==> src/rtl/rp_pkg.sv <==
package rp_pkg;

    localparam int NUM_PAIRS = 3;
    localparam int IDX_W     = 2;

    typedef enum logic [1:0] {
        OP_INC = 2'b00,
        OP_DEC = 2'b01,
        OP_DAD = 2'b10,
        OP_RSV = 2'b11
    } rp_op_e;

    typedef enum logic [1:0] {
        SEL_BC   = 2'b00,
        SEL_DE   = 2'b01,
        SEL_HL   = 2'b10,
        SEL_NONE = 2'b11
    } rp_sel_e;

    typedef struct packed {
        logic    valid;
        rp_op_e  op;
        rp_sel_e sel;
    } rp_cmd_t;

    function automatic logic sel_names_pair(input rp_sel_e s);
        return (s != SEL_NONE);
    endfunction

endpackage

==> src/rtl/rp_operand_mux.sv <==
module rp_operand_mux
    import rp_pkg::*;
#(
    parameter int W = 16
) (
    input  logic [NUM_PAIRS-1:0][W-1:0] pairs,
    input  rp_sel_e                     sel,
    output logic [W-1:0]                operand,
    output logic                        sel_ok
);
    always_comb begin
        operand = '0;
        sel_ok  = 1'b0;
        for (int i = 0; i < NUM_PAIRS; i++) begin
            if (sel == rp_sel_e'(i)) begin
                operand = pairs[i];
                sel_ok  = 1'b1;
            end
        end
    end
endmodule

==> src/rtl/rp_arith_core.sv <==
module rp_arith_core
    import rp_pkg::*;
#(
    parameter int W = 16
) (
    input  rp_cmd_t          cmd,
    input  logic             sel_ok,
    input  logic [W-1:0]     operand,
    input  logic [W-1:0]     acc,
    output logic             wr_en,
    output logic [IDX_W-1:0] wr_idx,
    output logic [W-1:0]     wr_data,
    output logic             cy_en,
    output logic             cy_d
);
    logic [W-1:0] stepped_up;
    logic [W-1:0] stepped_dn;
    logic [W:0]   wide_sum;

    assign stepped_up = operand + W'(1);
    assign stepped_dn = operand - W'(1);
    assign wide_sum   = {1'b0, acc} + {1'b0, operand};

    always_comb begin
        wr_en   = 1'b0;
        wr_idx  = IDX_W'(cmd.sel);
        wr_data = '0;
        cy_en   = 1'b0;
        cy_d    = 1'b0;
        if (cmd.valid && sel_ok && sel_names_pair(cmd.sel)) begin
            unique case (cmd.op)
                OP_INC: begin
                    wr_en   = 1'b1;
                    wr_data = stepped_up;
                end
                OP_DEC: begin
                    wr_en   = 1'b1;
                    wr_data = stepped_dn;
                end
                OP_DAD: begin
                    wr_en   = 1'b1;
                    wr_idx  = IDX_W'(SEL_HL);
                    wr_data = wide_sum[W-1:0];
                    cy_en   = 1'b1;
                    cy_d    = wide_sum[W];
                end
                default: ;
            endcase
        end
    end
endmodule

==> src/rtl/rp_pair_bank.sv <==
module rp_pair_bank
    import rp_pkg::*;
#(
    parameter int W = 16
) (
    input  logic                        clk,
    input  logic                        rst,
    input  logic [NUM_PAIRS-1:0]        ld_en,
    input  logic [NUM_PAIRS-1:0][W-1:0] ld_data,
    input  logic                        wr_en,
    input  logic [IDX_W-1:0]            wr_idx,
    input  logic [W-1:0]                wr_data,
    input  logic                        cy_en,
    input  logic                        cy_d,
    output logic [NUM_PAIRS-1:0][W-1:0] pairs_q,
    output logic                        cy_q
);
    for (genvar g = 0; g < NUM_PAIRS; g++) begin : g_pair
        always_ff @(posedge clk) begin
            if (rst) begin
                pairs_q[g] <= '0;
            end else if (ld_en[g]) begin
                pairs_q[g] <= ld_data[g];
            end else if (wr_en && (wr_idx == IDX_W'(g))) begin
                pairs_q[g] <= wr_data;
            end
        end
    end

    always_ff @(posedge clk) begin
        if (rst) begin
            cy_q <= 1'b0;
        end else if (cy_en) begin
            cy_q <= cy_d;
        end
    end
endmodule

==> src/rtl/rp_wide_unit.sv <==
module rp_wide_unit
    import rp_pkg::*;
#(
    parameter int PAIR_W = 16
) (
    input  logic              clk,
    input  logic              rst,
    input  logic              cmd_valid,
    input  logic [1:0]        cmd_op,
    input  logic [1:0]        cmd_sel,
    input  logic              ld_bc_en,
    input  logic [PAIR_W-1:0] ld_bc_data,
    input  logic              ld_de_en,
    input  logic [PAIR_W-1:0] ld_de_data,
    input  logic              ld_hl_en,
    input  logic [PAIR_W-1:0] ld_hl_data,
    output logic [PAIR_W-1:0] bc_q,
    output logic [PAIR_W-1:0] de_q,
    output logic [PAIR_W-1:0] hl_q,
    output logic              carry_q
);
    rp_cmd_t                          cmd;
    logic [NUM_PAIRS-1:0][PAIR_W-1:0] pairs;
    logic [NUM_PAIRS-1:0][PAIR_W-1:0] ld_data;
    logic [NUM_PAIRS-1:0]             ld_en;
    logic [PAIR_W-1:0]                operand;
    logic                             sel_ok;
    logic                             raw_wr_en;
    logic [IDX_W-1:0]                 wr_idx;
    logic [PAIR_W-1:0]                wr_data;
    logic                             raw_cy_en;
    logic                             cy_d;
    logic                             collide;

    assign cmd.valid = cmd_valid;
    assign cmd.op    = rp_op_e'(cmd_op);
    assign cmd.sel   = rp_sel_e'(cmd_sel);

    assign ld_en   = {ld_hl_en, ld_de_en, ld_bc_en};
    assign ld_data = {ld_hl_data, ld_de_data, ld_bc_data};

    rp_operand_mux #(.W(PAIR_W)) u_mux (
        .pairs   (pairs),
        .sel     (cmd.sel),
        .operand (operand),
        .sel_ok  (sel_ok)
    );

    rp_arith_core #(.W(PAIR_W)) u_core (
        .cmd     (cmd),
        .sel_ok  (sel_ok),
        .operand (operand),
        .acc     (pairs[SEL_HL]),
        .wr_en   (raw_wr_en),
        .wr_idx  (wr_idx),
        .wr_data (wr_data),
        .cy_en   (raw_cy_en),
        .cy_d    (cy_d)
    );

    // a load on the destination pair cancels the whole command
    always_comb begin
        collide = 1'b0;
        for (int i = 0; i < NUM_PAIRS; i++) begin
            if (ld_en[i] && (wr_idx == IDX_W'(i))) collide = 1'b1;
        end
    end

    rp_pair_bank #(.W(PAIR_W)) u_bank (
        .clk     (clk),
        .rst     (rst),
        .ld_en   (ld_en),
        .ld_data (ld_data),
        .wr_en   (raw_wr_en && !collide),
        .wr_idx  (wr_idx),
        .wr_data (wr_data),
        .cy_en   (raw_cy_en && !collide),
        .cy_d    (cy_d),
        .pairs_q (pairs),
        .cy_q    (carry_q)
    );

    assign bc_q = pairs[SEL_BC];
    assign de_q = pairs[SEL_DE];
    assign hl_q = pairs[SEL_HL];
endmodule

==> config.mk <==
export PLATFORM = sky130hd
export DESIGN_NAME = rp_wide_unit
export DESIGN_NICKNAME = d
export VERILOG_FILES = /design/src/rtl/rp_pkg.sv /design/src/rtl/rp_operand_mux.sv /design/src/rtl/rp_arith_core.sv /design/src/rtl/rp_pair_bank.sv /design/src/rtl/rp_wide_unit.sv
export SDC_FILE = /design/constraint.sdc
export NUM_CORES = 1
export LEC_CHECK = 0
export ABC_AREA = 1
export ABC_CLOCK_PERIOD_IN_PS = 3000
export CAP_MARGIN = 20
export CORE_MARGIN = 2
export CORE_UTILIZATION = 30
export CTS_CLUSTER_SIZE = 40
export DETAILED_ROUTE_END_ITERATION = 10
export GPL_ROUTABILITY_DRIVEN = 0
export SLEW_MARGIN = 20
export SYNTH_ARGS = -nofsm -noshare
export SYNTH_HDL_FRONTEND = slang
export SYNTH_HIERARCHICAL = 1
export SYNTH_SLANG_ARGS = --single-unit
==> constraint.sdc <==
create_clock -name clk -period 3 [get_ports clk]
set_clock_uncertainty 0.1 [all_clocks]
set_input_delay 0.6 -clock clk [delete_from_list [all_inputs] [get_ports clk]]
set_output_delay 0.6 -clock clk [all_outputs]
set_load 0.005 [all_outputs]
# --- Word-level counts from Yosys, hierarchy flattened ---
# Cells that the tools add are included.
op_classes:
  addsub: 3
  eq_ne: 7
  mux: 25
  reduce_logical: 18
op_table:
  columns: ["cell", "n"]
  rows:
  - ["2-to-1 mux 16 bit", 10]
  - ["case mux 16 bit (3 select lines)", 1]
  - ["adder 16 x 16 -> 17 bit", 1]
  - ["adder 16 x 1 -> 16 bit (second input constant)", 1]
  - ["subtractor 16 x 1 -> 16 bit (second input constant)", 1]
  - ["2-to-1 mux 1 bit", 12]
  - ["logical AND 1 bit", 10]
  - ["equality test 2 x 1 -> 1 bit (second input constant)", 3]
  - ["equality test 2 bit (second input constant)", 3]
  - ["zero test 2 bit", 3]
  - ["nonzero test 2 bit", 3]
  - ["2-to-1 mux 2 bit", 2]
  - ["OR reduction 3 bit", 1]
  - ["!= test 2 bit (second input constant)", 1]
  - ["zero test 1 bit", 1]
word_totals:
  ff_bits: 49
  inputBits: 58
  output_inout_bits: 49
  wordCells: 57

# --- Longest topological paths before layout ---
# Gate-level depths: netlist of the first run.
depth:
  depth_word: 17
  depth_mapped: 26
  ltp_nobuf: 25

# --- Modules after synthesis ---
# The synthesis of the first run kept the hierarchy.
by_module_without_submodules:
  columns: ["mod", "n_inst", "cells_per_inst", "area_each_um2", "seq_area_each_um2"]
  rows:
  - ["rp_pair_bank", 1, 348, 2349.8, 980.9]
  - ["rp_arith_core", 1, 408, 2154.6, 0.0]
  - ["rp_operand_mux", 1, 75, 402.9, 0.0]
  - ["rp_wide_unit", 1, 10, 47.5, 0.0]

# --- Worst setup path before layout of the first run ---
# OpenSTA, ideal clock, no wires.
synth_path:
  path_kind: "input-to-reg"
  from: "in cmd_sel[1]"
  to: "reg u_bank/pairs_q[8] in the netlist's numbering"
  setup_time_ns: 0.070
  arrival_ns: 2.732
  t_required_ns: 2.830
  setup_slack_ns: 0.098
  path_stages: 21
  n_path_buf: 1
  cell_sequence: "buf_6 -> nor2_8 -> nand2_1 -> nand3_1 -> ha_1 -> inv_1 -> fa_1 -> inv_1 -> nand3_1 -> nand2_1 -> nand3_1 -> nand2_1 -> nand3_1 -> nand2_1 -> or2_2 -> nand3_1 -> nand2_1 -> inv_1 -> o21ai_0 -> nand2_1 -> a21oi_1"
synth_via:
  elab_cells_between_ends: 35
  classes_between: "add/sub (3); eq/ne (5); mux (16); reduce/logical (11)"
synth_rtl:
  columns: ["item", "line", "source"]
  rows:
  - ["from (decl)", "rp_wide_unit.sv:10", "input logic [1:0] cmd_sel,"]
  - ["zero test 2 bit", "rp_operand_mux.sv:15", "if (sel == rp_sel_e'(i)) begin"]
  - ["2-to-1 mux 16 bit (2 in a row)", "rp_operand_mux.sv:15", null]
  - ["2-to-1 mux 16 bit *", "rp_operand_mux.sv:15", null]
  - ["named net operand[0]", "rp_wide_unit.sv:26", "logic [PAIR_W-1:0] operand;"]
  - ["adder 16 x 16 -> 17 bit, or another cell as far along", "rp_arith_core.sv:22", "assign wide_sum = {1'b0, acc} + {1'b0, operand};"]
  - ["case mux 16 bit (3 select lines) *", "rp_arith_core.sv:31", "unique case (cmd.op)"]
  - ["2-to-1 mux 16 bit *", "rp_arith_core.sv:30", "if (cmd.valid && sel_ok && sel_names_pair(cmd.sel)) begin"]
  - ["named net wr_data[8]", "rp_wide_unit.sv:30", "logic [PAIR_W-1:0] wr_data;"]
  - ["2-to-1 mux 16 bit *", "rp_pair_bank.sv:24", "end else if (wr_en && (wr_idx == IDX_W'(g))) begin"]
  - ["2-to-1 mux 16 bit *", "rp_pair_bank.sv:22", "end else if (ld_en[g]) begin"]
  - ["to (signal, indexed assignment)", "rp_pair_bank.sv:23", "pairs_q[g] <= ld_data[g];"]
  - ["to (signal, indexed assignment)", "rp_pair_bank.sv:25", "pairs_q[g] <= wr_data;"]
  - ["to (decl)", "rp_pair_bank.sv:15", "output logic [NUM_PAIRS-1:0][W-1:0] pairs_q,"]
# Mark *: on every way through the listed nets, which the timed path passes. The rest lies on a longest branch. The select of a mux whose other input is x is not followed.
# A chain may end at the register's enable or synchronous reset.

# --- Final worst setup path of the first run ---
layout_path:
  from: "in cmd_sel[0]"
  to: "reg u_bank/pairs_q[38] in the netlist's numbering"
# Same word-level chain as after synthesis.

==> flow_metrics.tcl, run 1 <==
set metrics [dict create \
    final_nets 1121 \
    dr.pass1.iters 6 \
    cpPeakStageDelay_ps 390 \
    hold_path_depth 2 \
    p_clk_share_pct 28.3 \
    fin_util_pct 47.8 \
    rr_endpoint "u_bank/pairs_q[38]" \
    gr-usage-met2_pct 39.6 \
    synth_largest_area_cell "dfxtp_1" \
    dp_cells 1244 \
    finalHoldViolCount 0 \
    grt_pass1_vias 6132 \
    n_antenna_cell 0 \
    clk_latency_ps 300 \
    fin_cells 1261 \
    num-fill-cells 1683 \
    worstSetupPathType "input pin to flop" \
    cp.depth 18 \
    place_hpwl_um 16800 \
    slew_headroom_pct 76.7 \
    antenna_found_initial 0 \
    synth.most_common_cell "nand2_1" \
    grtUsageMet1_pct 30.4 \
    status "completed" \
    worst-r2r-cell-count 15 \
    cts_tree "done" \
    postPlaceCellArea_um2 6970 \
    cap_violations 0 \
    switching_share_pct 34.8 \
    core_area_um2 16000 \
    crit_chain "buf_2 -> buf_6 -> nor2_4 -> nand2_1 -> nand3_1 -> ha_1 -> a21oi_1 -> nand2_2 -> nand3_2 -> nand2_2 -> buf_4 -> a21boi_0 -> o21ai_0 -> a21oi_2 -> inv_2 -> o21ai_1 -> nand2_1 -> a21oi_1" \
    fp-row-count 46 \
    dp_worst_setup_slack_ps -852 \
    grt_use_total_pct 23.5 \
    path_buf_inv 4 \
    synth-edff-count 0 \
    clockBufferDepth 2 \
    power_frac_comb_pct 37.3 \
    avgSynthCellArea_um2 5.89 \
    synth_area_um2 4950 \
    yosysUniqueCellTypes 37 \
    power_per_cell_area_nw_per_um2 275 \
    wl_per_cell_um 17.1 \
    final_area_um2 7650 \
    power_switching_mw 0.732 \
    hold_class "flop to flop" \
    min_period_over_period_pct 98.0 \
    setup_tns_ps 0 \
    htree_levels 2 \
    yosysSeqAreaShare_pct 19.8 \
    rrSetupSlack_ps 280 \
    met3_usage_pct 3.64 \
    synth_top_area_share_pct 19.8 \
    holdWs_ps 426 \
    antenna_left 0 \
    synth.area.top_cells "dfxtp_1 (20%), nand2_1 (17%), nand3_1 (17%), a21oi_1 (7.4%), o21ai_0 (6.5%)" \
    area_growth_pct 54.3 \
    synthArstFlopShare_pct 0 \
    busiest_layer "met2" \
    hold_buffers 0 \
    fmax_mhz 340 \
    power.internal_mw 1.37 \
    synth_fp_nets 918 \
    die_h_um 133 \
    die_w_um 133 \
    cts_made_buffers 5 \
    cp-end-kind "flop" \
    synthCells 841 \
    startpoint_type "input pin" \
    grt.overflow.total 0 \
    setup_violations 0 \
    arrival_ps 3060 \
    synthTopCellsByCount "nand2_1 (226), nand3_1 (166), inv_1 (81)" \
    vias 6531 \
    critPathTopFamily "compound AO/OA/AOI/OAI gates" \
    io_pins 107 \
    post-route-drc-count 0 \
    worst_slew_pin_slew_ps 348 \
    p_leak_nw 3.37 \
    required_ps 3120 \
    power_mw 2.11 \
    fin_crit_ps 2940 \
    ir_drop_mv 0.216 \
    worstPathMaxFanout 7 \
    synth-seq-cells 49 \
    reg2reg_from "u_bank/pairs_q[35]" \
    die_area_um2 17600 \
    viasPerCell 5.18 \
    yosysWarnings 6 \
    port_buffers 106 \
    drt_wl_total_um 21600 \
    setup_slack_ps 60.7 \
    cp_slowest_cell "ha_1" \
    drt_iter0_markers 609 \
    holdPathEnd "u_bank/pairs_q[14]" \
    grt_max_degree 34 \
    clk_pin_slew_worst_paths_ps 70 \
    timing.hold.worst.start "u_bank/pairs_q[14]" \
    drive_above_1_share_pct 26.9 \
    cts_root_buffer "clkbuf_16" \
    grt_pass1_wl_um 32800 \
    p_seq_share_pct 34.4 \
    clock-sinks 49 \
    maxSlewViolCount 0 \
    initial_core_util_pct 31.0 \
    synth-main-ff-cell "dfxtp_1" \
]
## worst register-to-register path: stages, from the launching register on
cell and delay [ps]:
dfxtp_1 360, nand3_1 110, nand3_1 130, ha_1 390, a21oi_1 260, nand2_2 130, nand3_2 110, nand2_2 60
buf_4 140, a21boi_0 130, o21ai_0 120, a21oi_2 140, inv_2 100, o21ai_1 130, nand2_1 80, a21oi_1 150
## layer usage
metal / vias to the layer above / share of wire [%]
met5: - / 0
met4: 0 / 3.2
met3: 42 / 7.0
met2: 283 / 47
met1: 2991 / 42
li1: 3215 / -
## state kept, by name, summed over array words and instances (netlist names)
name            flops
u_bank/pairs_q     48
u_bank/cy_q         1
## what timing repair did
action | CTS | global route
pin swaps | 7 | 33
buffers inserted | 2 | 4
gates cloned | 0 | 3
gates resized for setup | 36 | 110
hold endpoints to repair | 0 | 0
endpoints found under the setup margin | 45 | 46
## worst max-delay path by stage
stage	from	to
detailed placement	cmd_sel[0]	u_bank/pairs_q[46]
global placement	cmd_sel[0]	u_bank/pairs_q[45]
finish	cmd_sel[0]	u_bank/pairs_q[38]
CTS	cmd_sel[1]	u_bank/pairs_q[12]
global route	cmd_sel[0]	u_bank/pairs_q[46]
floorplan	cmd_sel[1]	u_bank/pairs_q[8]
## cells in the final DEF, fill, tap and decap left out, drive strengths merged
cell / n
a21o: 2
clkbuf: 6
nand3: 172
dlymetal6s2s: 2
nand2: 252
ha: 18
nor3: 4
a21oi: 74
nand3b: 4
xnor2: 1
clkinvlp: 2
clkdlybuf4s50: 102
fa: 1
a21boi: 5
o31ai: 2
or2: 6
dfxtp: 49
buf: 127
a41oi: 2
o32ai: 1
inv: 90
nor2: 44
o21ai: 64
nand4: 10
o21bai: 5
## logic make-up after synthesis
family	share of synthesized area, %
XOR/XNOR	0.177
AO/OA/AOI/OAI	16.7
flip-flops	19.8
buffers and inverters	12.2
AND/OR/NAND/NOR	46.1
adder cells (fa/ha/maj)	4.95
## power groups by stage
stage	clock network, mW	registers (mW)	logic, mW
after floorplan	0	0.724	0.354
final	0.597	0.724	0.785
after global placement	0	0.739	0.708
after global routing	0.630	0.727	0.849
after CTS	0.599	0.723	0.721
after detailed placement	0	0.738	0.710
## area by class of cell
type	count	area, µm²	area share, %
multi-input cells	667	3790	49.5
repair buffers	232	2110	27.6
inverters	89	344	4.50
flip-flops and latches	49	981	12.8
well taps	216	270	3.53
clock buffers	5	125	1.64
clock inverters	3	26.3	0.344
(Power assumes the default switching activity.)
==> inputs of run 2 (changes only) <==
--- a/config.mk
+++ b/config.mk
@@ -8,11 +8,11 @@
 export ABC_AREA = 1
 export ABC_CLOCK_PERIOD_IN_PS = 3000
 export CAP_MARGIN = 20
-export CORE_MARGIN = 2
-export CORE_UTILIZATION = 30
+export CORE_UTILIZATION = 40
 export CTS_CLUSTER_SIZE = 40
 export DETAILED_ROUTE_END_ITERATION = 10
 export GPL_ROUTABILITY_DRIVEN = 0
+export PLACE_DENSITY = 0.68
 export SLEW_MARGIN = 20
 export SYNTH_ARGS = -nofsm -noshare
 export SYNTH_HDL_FRONTEND = slang
==> run 2 against run 1 <==
Clock-buffer cell count unchanged. Largest power group unchanged. Flip-flop and latch count unchanged. Routed wire length decreased by 6.2%. Via count increased by 0.67%. Core utilization increased by 16 points. Cell count decreased by 3.0%. Clock power increased by 1%. Hold slack got worse by 15 ps. Power increased by 0.69%. Combinational power increased by 0.9%. Cell area about the same. Register-to-register slack about the same.
==> flow_metrics.tcl, run 2 (synthesis results as in run 1) <==
set metrics [dict create \
    status "completed" \
    cap_violations 0 \
    initial_core_util_pct 41.1 \
    drive_above_1_share_pct 26.9 \
    grt.overflow.total 0 \
    viasPerCell 5.38 \
    reg2reg_from "u_bank/pairs_q[32]" \
    cp-end-kind "flop" \
    die_area_um2 12800 \
    port_buffers 106 \
    hold_class "flop to flop" \
    rsz0062_at_grt "true" \
    drt_iter0_markers 759 \
    wl_per_cell_um 16.6 \
    setup_violations 0 \
    maxSlewViolCount 0 \
    reg_top3 "u_bank/pairs_q (48), u_bank/cy_q (1)" \
    antenna_found_initial 0 \
    layout_common_cells "nand2_1 (212), nand3_1 (146), buf_4 (124)" \
    clk_pin_slew_worst_paths_ps 70 \
    hold_buffers 0 \
    power.internal_mw 1.39 \
    grt_use_total_pct 30.6 \
    p_clk_share_pct 28.5 \
    postPlaceCellArea_um2 6970 \
    num-fill-cells 1129 \
    grt_pass1_wl_um 30200 \
    fin_util_pct 63.4 \
    slew_headroom_pct 60.7 \
    rrSetupSlack_ps 270 \
    endpoint "u_bank/pairs_q[31]" \
    power_frac_comb_pct 37.4 \
    p_seq_share_pct 34.2 \
    min_period_over_period_pct 97.0 \
    post-route-drc-count 0 \
    switching_share_pct 34.4 \
    power_switching_mw 0.729 \
    p_leak_nw 3.43 \
    die_w_um 113 \
    cts_root_buffer "clkbuf_16" \
    io_pins 107 \
    final_common_cell "nand2_1" \
    worstPathMaxFanout 7 \
    clock-sinks 49 \
    crit_chain "buf_8 -> buf_8 -> nor2_8 -> buf_8 -> nand2_1 -> nand3_2 -> ha_4 -> a21oi_2 -> nor2_1 -> nor2_1 -> nand2_2 -> nand3_1 -> nand3_1 -> or2_2 -> nand3_1 -> nand2_1 -> inv_2 -> o21ai_0 -> nand2_1 -> a21oi_1" \
    grt_pass1_vias 5852 \
    fp-row-count 40 \
    cts_tree "done" \
    fin_crit_ps 2910 \
    regMostFlops "u_bank/pairs_q" \
    drt_wl_total_um 20300 \
    ir_drop_mv 0.274 \
    power_per_cell_area_nw_per_um2 277 \
    largest_reg_flops 48 \
    rr_endpoint "u_bank/pairs_q[14]" \
    cts_made_buffers 5 \
    final_area_um2 7650 \
    clk_latency_ps 300 \
    finalHoldViolCount 0 \
    power_mw 2.12 \
    worst_slew_pin_slew_ps 588 \
    fmax_mhz 344 \
    worst-r2r-cell-count 18 \
    htree_levels 2 \
    dr.pass1.iters 6 \
    startpoint_type "input pin" \
    final_nets 1130 \
    place_hpwl_um 15800 \
    vias 6575 \
    area_growth_pct 54.4 \
    startpoint "cmd_sel[1]" \
    core_area_um2 12100 \
    clockBufferDepth 2 \
    die_h_um 113 \
    grt_max_degree 34 \
    required_ps 3090 \
    cpPeakStageDelay_ps 280 \
    worstSetupPathType "input pin to flop" \
    antenna_left 0 \
    cp_slowest_cell "or2_2" \
    arrival_ps 3000 \
]
==> run 2: power by group through the flow <==
stage                     clock, mW  combinational (mW)  sequential, mW
final                         0.604               0.792           0.725
after global placement            0               0.706           0.737
after detailed placement          0               0.713           0.736
after floorplan                   0               0.354           0.724
after global routing          0.630               0.852           0.727
after CTS                     0.606               0.734           0.722
==> run 2: worst min path at each step <==
stage | start | to | slack (ps) | depth (start not counted)
final | u_bank/pairs_q[13] | u_bank/pairs_q[13] | 410 | 2
after global routing | u_bank/pairs_q[14] | u_bank/pairs_q[14] | 450 | 2
after CTS | u_bank/pairs_q[13] | u_bank/pairs_q[13] | 410 | 2
after detailed placement | u_bank/pairs_q[13] | u_bank/pairs_q[13] | 400 | 2
after global placement | u_bank/pairs_q[13] | u_bank/pairs_q[13] | 390 | 2
after floorplan | u_bank/pairs_q[0] | u_bank/pairs_q[0] | 390 | 2
==> run 2: worst max-delay path, delay by kind of cell <==
family	cells	cell delay, ps
buffers and inverters	4	500
and+or+nand+nor	12	1360
adders and majority gates	1	210
AOI/OAI and AO/OA	3	310
==> run 2: layer usage <==
layer,vias to the layer above,part of all wire [%],global-route usage (%)
li1,3235,-,-
met1,2983,42,40.1
met2,307,46,49.7
met3,50,7.9,3.64
met4,0,4.4,15.3
met5,-,0,0
==> run 2: what timing repair did <==
| item | in CTS | in global routing |
|---|---|---|
| gates cloned | 0 | 1 |
| pin swaps | 9 | 27 |
| buffers inserted | 1 | 7 |
| resized for setup | 42 | 96 |
| setup endpoints to repair | 49 | 45 |
==> run 2: through the flow <==
| stage | std cells | worst slack [ps] | TNS [ps] | hold WS (ps) |
|---|---|---|---|---|
| 2_1_floorplan | 841 | 97.5 | 0 | 391 |
| 3_3_place_gp | 1205 | -727 | -28010 | 391 |
| 3_5_place_dp | 1205 | -756 | -29480 | 396 |
| 4_1_cts | 1214 | 2.01 | 0 | 406 |
| 5_1_grt | 1222 | -39.8 | -250 | 446 |
| 6_report | 1223 | 89.6 | 0 | 411 |
==> run 2: area by class of cell <==
type | instances | area, µm² | share of cell area, %
tap | 168 | 210 | 2.75
multi-input combinational | 666 | 3770 | 49.2
sequential | 49 | 981 | 12.8
inverter | 89 | 339 | 4.43
clock buffer | 5 | 125 | 1.64
antenna | 1 | 2.50 | 0.0327
timing repair buffer | 242 | 2200 | 28.7
clock inverter | 3 | 28.8 | 0.376
